===== config.mk =====
export PLATFORM = sky130hd
export DESIGN_NAME = sidf_event_qualifier
export DESIGN_NICKNAME = d
export VERILOG_FILES = /design/src/rtl/sidf_pkg.sv /design/src/rtl/sidf_span_match.sv /design/src/rtl/sidf_setting_sel.sv /design/src/rtl/sidf_lane.sv /design/src/rtl/sidf_event_qualifier.sv
export SDC_FILE = /design/constraint.sdc
export NUM_CORES = 1
export LEC_CHECK = 0
export ABC_AREA = 1
export BUFFER_PORTS_ARGS = -buffer_cell sky130_fd_sc_hd__buf_2
export CAP_MARGIN = 25
export CELL_PAD_IN_SITES_DETAIL_PLACEMENT = 1
export CELL_PAD_IN_SITES_GLOBAL_PLACEMENT = 2
export CORE_UTILIZATION = 22
export CTS_CLUSTER_DIAMETER = 100
export DETAILED_ROUTE_END_ITERATION = 10
export GPL_TIMING_DRIVEN = 0
export HOLD_SLACK_MARGIN = 0.12
export PLACE_DENSITY_LB_ADDON = 0.1
export SYNTH_ARGS = -nofsm -noshare
export SYNTH_HDL_FRONTEND = slang
export SYNTH_SLANG_ARGS = --single-unit

===== constraint.sdc =====
create_clock -name clk_i -period 0.8 [get_ports clk_i]
set_input_delay 0.04 -clock clk_i [delete_from_list [all_inputs] [get_ports clk_i]]
set_output_delay 0.04 -clock clk_i [all_outputs]
set_load 0.1 [all_outputs]

===== src/rtl/sidf_pkg.sv =====
package sidf_pkg;

    localparam int EVT_W    = 16;
    localparam int TYPE_W   = 32;
    localparam int SPAN_BIT = 29;

    typedef enum logic [EVT_W-1:0] {
        EV_CYCLES      = 16'd0,
        EV_XACT        = 16'd1,
        EV_TLB_MISS    = 16'd2,
        EV_CFGC_MISS   = 16'd3,
        EV_WALK_ACC    = 16'd4,
        EV_CFGS_ACC    = 16'd5,
        EV_ATS_REQ     = 16'd6,
        EV_ATS_PASS    = 16'd7
    } sidf_evt_e;

endpackage


===== src/rtl/sidf_span_match.sv =====
module sidf_span_match #(
    parameter int SID_W = 32
) (
    input  logic [SID_W-1:0] sid_i,
    input  logic [SID_W-1:0] match_i,
    input  logic             span_i,
    output logic             pass_o
);

    logic [SID_W-1:0] dont_care;
    logic [SID_W-1:0] diff;

    always_comb begin
        // Lowest zero of match plus the ones below it flip on +1.
        dont_care = span_i ? (match_i ^ (match_i + SID_W'(1))) : '0;
        diff      = (sid_i ^ match_i) & ~dont_care;
        pass_o    = (diff == '0);
    end

endmodule


===== src/rtl/sidf_setting_sel.sv =====
module sidf_setting_sel
    import sidf_pkg::*;
#(
    parameter int NUM_CTR = 4,
    parameter int SID_W   = 32
) (
    input  logic                      shared_i,
    input  logic [NUM_CTR*TYPE_W-1:0] type_i,
    input  logic [NUM_CTR*SID_W-1:0]  match_i,
    output logic [NUM_CTR*EVT_W-1:0]  code_o,
    output logic [NUM_CTR-1:0]        span_o,
    output logic [NUM_CTR*SID_W-1:0]  match_o
);

    logic base_span;
    logic [SID_W-1:0] base_match;

    assign base_span  = type_i[SPAN_BIT];
    assign base_match = match_i[0 +: SID_W];

    for (genvar g = 0; g < NUM_CTR; g++) begin : g_sel
        logic [TYPE_W-1:0] word;
        logic              unused_bits;
        assign word = type_i[g*TYPE_W +: TYPE_W];
        assign code_o[g*EVT_W +: EVT_W] = word[EVT_W-1:0];
        assign span_o[g]  = shared_i ? base_span : word[SPAN_BIT];
        assign match_o[g*SID_W +: SID_W] =
            shared_i ? base_match : match_i[g*SID_W +: SID_W];
        assign unused_bits = ^{word[TYPE_W-1:SPAN_BIT+1], word[SPAN_BIT-1:EVT_W]};
    end

endmodule


===== src/rtl/sidf_lane.sv =====
module sidf_lane
    import sidf_pkg::*;
#(
    parameter int SID_W = 32
) (
    input  logic             clk_i,
    input  logic             rst_ni,
    input  logic             evt_valid_i,
    input  logic [EVT_W-1:0] evt_code_i,
    input  logic [SID_W-1:0] evt_sid_i,
    input  logic [EVT_W-1:0] lane_code_i,
    input  logic             lane_span_i,
    input  logic [SID_W-1:0] lane_match_i,
    output logic             inc_o
);

    typedef struct packed {
        logic inc;
    } lane_st_t;

    lane_st_t st_d, st_q;
    logic     sid_pass;
    logic     is_cycles;

    sidf_span_match #(.SID_W(SID_W)) u_match (
        .sid_i   (evt_sid_i),
        .match_i (lane_match_i),
        .span_i  (lane_span_i),
        .pass_o  (sid_pass)
    );

    always_comb begin
        st_d      = st_q;
        is_cycles = (lane_code_i == EV_CYCLES);
        if (is_cycles) begin
            st_d.inc = 1'b1;
        end else begin
            st_d.inc = evt_valid_i && (evt_code_i == lane_code_i) && sid_pass;
        end
    end

    always_ff @(posedge clk_i or negedge rst_ni) begin
        if (!rst_ni) begin
            st_q <= '0;
        end else begin
            st_q <= st_d;
        end
    end

    assign inc_o = st_q.inc;

    p_reset_quiet_r1: assert property (@(posedge clk_i)
        !rst_ni |=> !inc_o);

    p_cycles_every_clk_r8: assert property (@(posedge clk_i) disable iff (!rst_ni)
        (lane_code_i == EV_CYCLES) |=> inc_o);

    p_idle_quiet_r11: assert property (@(posedge clk_i) disable iff (!rst_ni)
        (!evt_valid_i && lane_code_i != EV_CYCLES) |=> !inc_o);

    p_code_mismatch_r7: assert property (@(posedge clk_i) disable iff (!rst_ni)
        (lane_code_i != EV_CYCLES && evt_code_i != lane_code_i) |=> !inc_o);

    p_exact_hit_r3: assert property (@(posedge clk_i) disable iff (!rst_ni)
        (evt_valid_i && evt_code_i == lane_code_i && !lane_span_i &&
         evt_sid_i == lane_match_i) |=> inc_o);

    p_all_ones_pass_r6: assert property (@(posedge clk_i) disable iff (!rst_ni)
        (evt_valid_i && evt_code_i == lane_code_i && lane_span_i &&
         (&lane_match_i)) |=> inc_o);

endmodule


===== src/rtl/sidf_event_qualifier.sv =====
module sidf_event_qualifier
    import sidf_pkg::*;
#(
    parameter int NUM_CTR = 4,
    parameter int SID_W   = 32
) (
    input  logic                      clk_i,
    input  logic                      rst_ni,
    input  logic                      evt_valid_i,
    input  logic [EVT_W-1:0]          evt_code_i,
    input  logic [SID_W-1:0]          evt_sid_i,
    input  logic                      cfg_shared_i,
    input  logic [NUM_CTR*TYPE_W-1:0] cfg_type_i,
    input  logic [NUM_CTR*SID_W-1:0]  cfg_match_i,
    output logic [NUM_CTR-1:0]        cnt_inc_o
);

    logic [NUM_CTR*EVT_W-1:0] sel_code;
    logic [NUM_CTR-1:0]       sel_span;
    logic [NUM_CTR*SID_W-1:0] sel_match;

    sidf_setting_sel #(.NUM_CTR(NUM_CTR), .SID_W(SID_W)) u_sel (
        .shared_i (cfg_shared_i),
        .type_i   (cfg_type_i),
        .match_i  (cfg_match_i),
        .code_o   (sel_code),
        .span_o   (sel_span),
        .match_o  (sel_match)
    );

    for (genvar g = 0; g < NUM_CTR; g++) begin : g_lane
        sidf_lane #(.SID_W(SID_W)) u_lane (
            .clk_i        (clk_i),
            .rst_ni       (rst_ni),
            .evt_valid_i  (evt_valid_i),
            .evt_code_i   (evt_code_i),
            .evt_sid_i    (evt_sid_i),
            .lane_code_i  (sel_code[g*EVT_W +: EVT_W]),
            .lane_span_i  (sel_span[g]),
            .lane_match_i (sel_match[g*SID_W +: SID_W]),
            .inc_o        (cnt_inc_o[g])
        );
    end

    for (genvar g = 1; g < NUM_CTR; g++) begin : g_shared_chk
        p_shared_mirror_r9: assert property (@(posedge clk_i) disable iff (!rst_ni)
            (cfg_shared_i &&
             cfg_type_i[g*TYPE_W +: EVT_W] == cfg_type_i[0 +: EVT_W])
            |=> (cnt_inc_o[g] == cnt_inc_o[0]));
    end

endmodule


# ---- After elaboration in Yosys (flattened, before gate mapping)
# Cells that the tools add are included.
dict set report classes {
  add_sub_neg 4
  n_eq_ne 4
  bitwise_logic 16
  mux 14
  n_reduce_logical 16
}
# op count
set ops {}
lappend ops {{$xor 32x32->32} 8}
lappend ops {{$mux 32} 7}
lappend ops {{$add 32x1->32 const B} 4}
lappend ops {{$and 32x32->32} 4}
lappend ops {{$logic_not 32->1} 4}
lappend ops {{$not 32->32} 4}
lappend ops {{$eq 16x16->1} 4}
lappend ops {{$logic_not 16->1} 4}
lappend ops {{$logic_and 1x1->1} 8}
lappend ops {{$mux 1} 7}
dict set report totals {
  regBits 4
  in_bits 308
}

# ---- Longest topological paths before layout
# Gate-level depths: netlist (run 1).
dict set report logic_depth {
  ltp_word 9
  depth_mapped 17
  mapped_depth_nobuf 15
}

# ---- By module
# Synthesis (run 1) repeated with hierarchy kept, for this count alone.
dict set report hier_totals {
  hier_cells 1641
  hier_area_um2 7843.8
}
# module area_per_inst_um2 cells_each seq_area_each_um2 n_inst
set by_module_without_submodules {}
lappend by_module_without_submodules {{sidf_span_match (g_lane[0].u_lane.u_match ...)} 1171.1 240 0.0 3}
lappend by_module_without_submodules {sidf_setting_sel 1690.4 343 0.0 1}
lappend by_module_without_submodules {sidf_lane 379.1 85 25.0 4}
lappend by_module_without_submodules {{sidf_span_match (g_lane[3].u_lane.u_match)} 1123.6 238 0.0 1}

# ---- Worst setup path after synthesis (run 1)
# No wires, ideal clock.
dict set report synth_path {
  kind {input -> register}
  from {input port cfg_shared_i}
  to {register g_lane[2].u_lane.st_q}
  arrival_ns 1.395
  cell_stages 14
  setup_slack_ns -0.661
  setup_ns 0.066
  cell_sequence {buf_6 > o21ai_2 > nand3_2 > nor2_4 > inv_1 > nor2_2 > nand2_1 > nand2_1 > nand2_1 > nor2_1 > nand2_1 > nor2_1 > nand2_1 > nand2_1}
}
dict set report synth_between {
  elab_chain_cells 9
}
# element line
set synth_lines {}
lappend synth_lines {{start: declaration} sidf_event_qualifier.sv:12} ;# input logic cfg_shared_i,
lappend synth_lines {{$mux 32} sidf_setting_sel.sv:28} ;# shared_i ? base_match : match_i[g*SID_W +: SID_W];
lappend synth_lines {{$add 32x1->32} sidf_span_match.sv:15} ;# dont_care = span_i ? (match_i ^ (match_i + SID_W'(1))) : '0;
lappend synth_lines {{$xor 32x32->32} sidf_span_match.sv:15}
lappend synth_lines {{$mux 32} sidf_span_match.sv:15}
lappend synth_lines {{$not 32->32} sidf_span_match.sv:16} ;# diff = (sid_i ^ match_i) & ~dont_care;
lappend synth_lines {{$and 32x32->32 *} sidf_span_match.sv:16}
lappend synth_lines {{$logic_not 32->1 *} sidf_span_match.sv:17} ;# pass_o = (diff == '0);
lappend synth_lines {{$logic_and 1x1->1 *} sidf_lane.sv:38} ;# st_d.inc = evt_valid_i && (evt_code_i == lane_code_i) && sid_pass;
lappend synth_lines {{$mux 1 *} sidf_lane.sv:35} ;# if (is_cycles) begin
lappend synth_lines {{via g_lane[2].u_lane.st_d} sidf_lane.sv:21} ;# lane_st_t st_d, st_q;
lappend synth_lines {{end signal: assignment} sidf_lane.sv:46} ;# st_q <= st_d;
lappend synth_lines {{end: declaration} sidf_lane.sv:21}
# The timed path passes the listed nets; every way through them passes the cells marked *.

# ---- Worst setup path after layout (run 1)
# Same ends and word-level chain as after synthesis.

==> results.cfg, run 1 <==
[hold_path]
hold_path_class = input port to asynchronous set/reset pin

[global_route]
grt_overflow = 0
grtUsageTotal_pct = 25.7
grt_pass1_vias = 9821
grt_pass1_wl_mm = 59.5
grt_max_degree = 11
antenna_found_initial = 1

[detailed_routing]
wl_per_cell_um = 19.8
ant_nets = 0
initialDrtViolationCount = 425
firstDrtPassIters = 5
vias = 9604
via_per_inst = 4.66
drc = 0
wl_mm = 40.9

[clocking]
htree_levels = 1
numCtsBuffers = 3
cts_tree = yes
cts_root_buf = clkbuf_16
clkSlewWorstSetupHoldPaths_ns = 0.03
cts.sinks = 4
clk_path_buf_depth = 2

[sta]
period_needed_ns = 1.89
setup_viol = 8
max_slew_margin_pct = 45.2
period_share_pct = 237
report.final.slew_viol_count = 0
fin_ws_ns = -1.09
rsz0062_at_grt = true
hold_viol = 0
tightest_slew_ns = 0.815
fmaxAchievable_mhz = 528
tns_ns = -4.01

[synthesis]
syn_area_um2 = 6710
yosysTopAreaCell = nand2_1
synthArstFlopShare_pct = 100
synth_cells = 1395
ys_seq_elements = 4
synth-edff-count = 0
synth-main-ff-cell = dfrtp_1
yosys-top-cells-count = nand2_1 (621), nor2_1 (199), xor2_1 (123)
syn_nets = 1704
ys_types = 36
avgSynthCellArea_um2 = 4.81
seq_area_frac_synth_pct = 1.49
synth_top_area_share_pct = 34.7
yosysWarnings = 0
synth_most_common_cell = nand2_1
yosys-top-cells-area = nand2_1 (35%), xor2_1 (16%), nor2_1 (11%)

[worst_setup_path]
cp_slowest_cell = buf_4
path_common_cell = nand2_1
worstPathArrival_ns = 2.05
cp_max_fo = 10
path_class = input port to flop
critical_path.max_stage_delay_ns = 0.22
required_ns = 0.95
crit_path_end_kind = flop
cp-start-kind = input port
crit_start = cfg_shared_i
crit_chain = buf_12, inv_6, buf_4, nand2_1, nand2_2, nand2_1, nor2_2, inv_1, nor2_4, nand3_2, nand2_1, nand2_1, nor2_2, nand2_1, nor2_2, nand2_2, nand2_2

[final_layout]
largest_reg_flops = 4
fill_cells = 4136
multiInputGateArea_um2 = 6920
syn2layout_area_growth_pct = 47.7
ff_latch_area_um2 = 100
layout.nets = 1982
layout-drive-gt1-share_pct = 32.6
design_area_um2 = 9910

[pwr]
power.total_mw = 6.17
p_leak_nw = 4.81
vdd_drop_max_v = 0.000477
power_density_nw_per_um2 = 622

[floorplanning]
io_pins = 312
die_x_um = 177
die_y_um = 177
rows = 63
coreArea_um2 = 29800
dieArea_um2 = 31200
initial_core_util_pct = 22.5

[status]
status = complete, but fails checks
violations = setup timing

[placement]
gp_congestion = 0.932
dpl_cell_area_um2 = 8650
hpwlAfterDp_mm = 36.3
port-buffer-count = 245

[run]
drv_cap = 0
-- worst max-delay path: cells and delay by family --
kind          cells  cell delay, ns
buf+inv           4            0.53
simple gates     13            1.46
-- power by group --
part / switching [mW] / internal (mW) / total [mW]
clock network: 0.133 / 0.638 / 0.770
logic: 3.30 / 1.90 / 5.19
registers: 0.00000415 / 0.204 / 0.204
total: 3.43 / 2.74 / 6.17
-- layer usage --
metal | up-vias | global-route usage, % | share of wire (%)
met4 | 2 | 4.45 | 1.9
met2 | 284 | 46.2 | 48
met3 | 34 | 1.61 | 4.1
li1 | 4924 | - | -
met1 | 4360 | 33.7 | 46
met5 | - | 0 | 0.027
-- metrics by stage --
stage,utilization [%],hold WS [ns],setup slack [ns],std cells
finish,33.3,0.152,-1.09,2062
floorplan,-,-0.256,-0.582,1395
CTS,32.4,0.155,-1.06,2053
global placement,29.0,-0.153,-1.73,2030
global route,33.2,0.157,-1.20,2061
detailed placement,29.0,-0.152,-1.71,2030
-- layout make-up --
cell class,instances,share of cell area (%)
diodes,1,0.0253
plain buffers,23,2.26
clock buffers,3,0.758
inverters,111,4.32
multi-input cells,1253,69.8
flip-flops and latches,4,1.01
well taps,390,4.92
repair buffers,277,16.9
-- cells by family (layout without fill, tap and decap cells) --
logic type / after synthesis / count (layout) / synth area share, %
AO/OA/AOI/OAI: 62 / 62 / 4.85
XOR/XNOR: 144 / 144 / 18.8
adder cells (fa/ha/maj): 1 / 1 / 0.186
buffers and inverters: 138 / 414 / 8.86
flip-flops: 4 / 4 / 1.49
other: 0 / 1 / 0
AND/OR/NAND/NOR: 1046 / 1046 / 65.8
-- cells in the final DEF, fill, tap and decap left out, types with 6 or more instances in the layout --
cell type  count
nand2_2       95
nand3_2       12
buf_4         35
nand2_1      516
nor2_2        42
xnor2_1       21
buf_12        11
buf_6         11
nor2_4        30
inv_1        103
a21oi_1       10
buf_2        232
nand2_4       33
or2_2          6
nor3_1        10
xor2_1       123
o21ai_1        6
nor4_1        17
o21ai_0       37
nor2_1       148
nand4_1       25
nand3_1       82
-- repair_timing --
action,4_1_cts,5_1_grt
buffers inserted,22,7
gates cloned,1,1
hold endpoints to repair,4,0
hold buffers,1,0
pin swaps,55,26
endpoints found under the setup margin,8,8
gates resized for setup,219,46
-- worst paths after layout --
path | to | slack, ns | cells past startpoint
worst max-delay path | g_lane[2].u_lane.inc_o | -1.09 | 17
worst min-delay path | g_lane[2].u_lane.inc_o | 0.15 | 2
max in group asynchronous | g_lane[1].u_lane.inc_o | 0.53 | 2
min in group clk_i | g_lane[2].u_lane.inc_o | 0.20 | 4
Note: power is estimated with default switching activity, not from simulation.
==> inputs of run 2 (changes only) <==
ABC_AREA = 0   (was 1)
CORE_UTILIZATION = 25   (was 22)
SLEW_MARGIN = 5   (was default)
==> run 2 against run 1 <==
Compared with the run above: the flow still finishes with violations (setup timing); utilization increased by 5.2 points; synthesized area decreased by 6.6%; synthesized cell count shrank 37%; sequential share of layout area increased by 0.054 points; cell count shrank 28%; hold slack better by 0.0025 ns; largest cell class unchanged.
==> results.cfg, run 2 <==
[sta]
period_share_pct = 320
fin_ws_ns = -1.76
setup_viol = 8
holdWs_ns = 0.155
hold_viol = 0
fmaxAchievable_mhz = 391
tightest_slew_ns = 0.943
max_slew_margin_pct = 35.3
rsz0062_at_grt = true
period_needed_ns = 2.56
report.final.slew_viol_count = 0

[worst_setup_path]
crit_chain = buf_12, buf_12, buf_12, nand4b_1, a22oi_2, nand2_1, o21ai_4, o2111ai_2, or4_4, o41ai_4
cp-start-kind = input port
cp_slowest_cell = or4_4
worst-path-buf-inv = 3
path_class = input port to flop
crit_path_end_kind = flop
cp_max_fo = 7
critical_path.max_stage_delay_ns = 0.59
path_delay_family = compound AO/OA/AOI/OAI gates
required_ns = 0.89
worstPathArrival_ns = 2.65
path_common_cell = buf_12

[clocking]
clk_path_buf_depth = 2
cts_tree = yes
cts_root_buf = clkbuf_16
htree_levels = 1
cts.sinks = 4
numCtsBuffers = 3
clkSlewWorstSetupHoldPaths_ns = 0.03

[placement]
port-buffer-count = 222
hpwlAfterDp_mm = 34.4
gp_congestion = 0.991
place_ws_ns = -2.68
dpl_cell_area_um2 = 8030

[synthesis]
syn_nets = 1187
synth_top_family_by_area = simple AND/OR/NAND/NOR gates
ys_seq_elements = 4
synth-main-ff-cell = dfrtp_1
synth-edff-count = 0
synth_cells = 878
yosys.area_share.xor_xnor_pct = 26.6
seq_area_frac_synth_pct = 1.60
synth_top_area_share_pct = 14.8
yosys-top-cells-area = xnor2_1 (15%), xor2_1 (12%), mux2i_1 (11%)
yosysWarnings = 0
yosysTopAreaCell = xnor2_1
synthArstFlopShare_pct = 100
muxShareOfSynthArea_pct = 12.3
ys_types = 79
avgSynthCellArea_um2 = 7.14
synth_most_common_cell = xnor2_1
synth_compound_area_share_pct = 23.9
syn_area_um2 = 6270
synth_fa_ha_area_share_pct = 0.200
synth_simple_gate_area_share_pct = 28.9
yosys-top-cells-count = xnor2_1 (106), xor2_1 (84), mux2i_1 (69)

[floorplanning]
die_y_um = 160
die_x_um = 160
coreArea_um2 = 24500
rows = 57
dieArea_um2 = 25700
initial_core_util_pct = 25.6
io_pins = 312

[detailed_routing]
ant_nets = 0
drc = 0
initialDrtViolationCount = 772
wl_per_cell_um = 28.8
via_per_inst = 5.92
wl_mm = 42.8
firstDrtPassIters = 5
vias = 8797

[status]
violations = setup timing
status = complete, but fails checks

[pwr]
vdd_drop_max_v = 0.000446
p_leak_nw = 3.81
power.total_mw = 6.74
power_density_nw_per_um2 = 716

[final_layout]
final_common_cell = buf_2
antenna_cells = 0
design_area_um2 = 9410
final_core_util_pct = 38.5
layout.nets = 1473
layout-drive-gt1-share_pct = 37.8
syn2layout_area_growth_pct = 50.2
largest_reg_flops = 4
final_cell_mix = buf_2 (217), xnor2_1 (102), xor2_1 (83)

[global_route]
grtUsageTotal_pct = 31.7
grt_pass1_wl_mm = 59.9
antenna_found_initial = 0
grt_overflow = 0
grt_pass1_vias = 9039
grt_max_degree = 11

[hold_path]
hold_path_class = input port to asynchronous set/reset pin

[run]
drv_cap = 0
run 2: cell types whose count changed in the layout (fill, tap and decap cells not counted), sizes merged, moves of 20 or more:
cell and delta:
inv -98, clkbuf +24, a21oi +34, mux2i +70, nor4 +20, nand3 -64
xor2 -39, buf +25, xnor2 +85, nand2 -596, nor2 -188
run 2: per-stage QoR:
stage / cells / setup TNS (ns)
floorplan: 878 / -4.13
global placement: 1424 / -10.07
detailed placement: 1424 / -9.92
CTS: 1468 / -6.29
global route: 1486 / -6.43
finish: 1486 / -6.29
run 2: cells by family after synthesis:
| family | count (synthesis) |
|---|---|
| buf+inv | 80 |
| compound gates | 212 |
| simple gates | 315 |
| mux | 76 |
| fa+ha+maj | 1 |
| flops | 4 |
| xor+xnor | 190 |
run 2: report_power, final:
part	internal, mW	switching, mW	leakage [nW]
Clock	0.639	0.140	0.0370
Combinational	2.34	3.42	3.71
Sequential	0.204	0.00000444	0.0559
Total	3.18	3.56	3.81
run 2: worst paths after layout:
check | cells past startpoint | to | start | slack [ns]
max | 10 | g_lane[1].u_lane.inc_o | cfg_shared_i | -1.76
min | 2 | g_lane[2].u_lane.inc_o | rst_ni | 0.15
max in group asynchronous | 2 | g_lane[0].u_lane.inc_o | rst_ni | 0.53
min in group clk_i | 4 | g_lane[3].u_lane.inc_o | cfg_type_i[111] | 0.27
run 2: timing repair:
item / in CTS / in global routing
endpoints found under the setup margin: 8 / 8
hold buffers: 1 / 0
cloned: 0 / 0
gates resized for setup: 118 / 61
hold endpoints to repair: 4 / 0
buffers inserted: 44 / 17
pin swaps: 37 / 26
run 2: cell type report:
cell class                 count  area [um^2]
multi-input combinational    794         6420
inverter                      12         47.5
fill                        3029        15100
timing repair buffer         285         1750
clock buffer                   3         75.1
tap                          324          405
buffer                        64          616
sequential                     4          100
run 2: routing by layer:
layer | share of wire [%] | up-vias | global-route usage (%)
li1 | - | 3896 | -
met1 | 42 | 4358 | 41.4
met2 | 47 | 462 | 54.6
met3 | 6.8 | 81 | 3.02
met4 | 3.7 | 0 | 9.78
met5 | 0 | - | 0
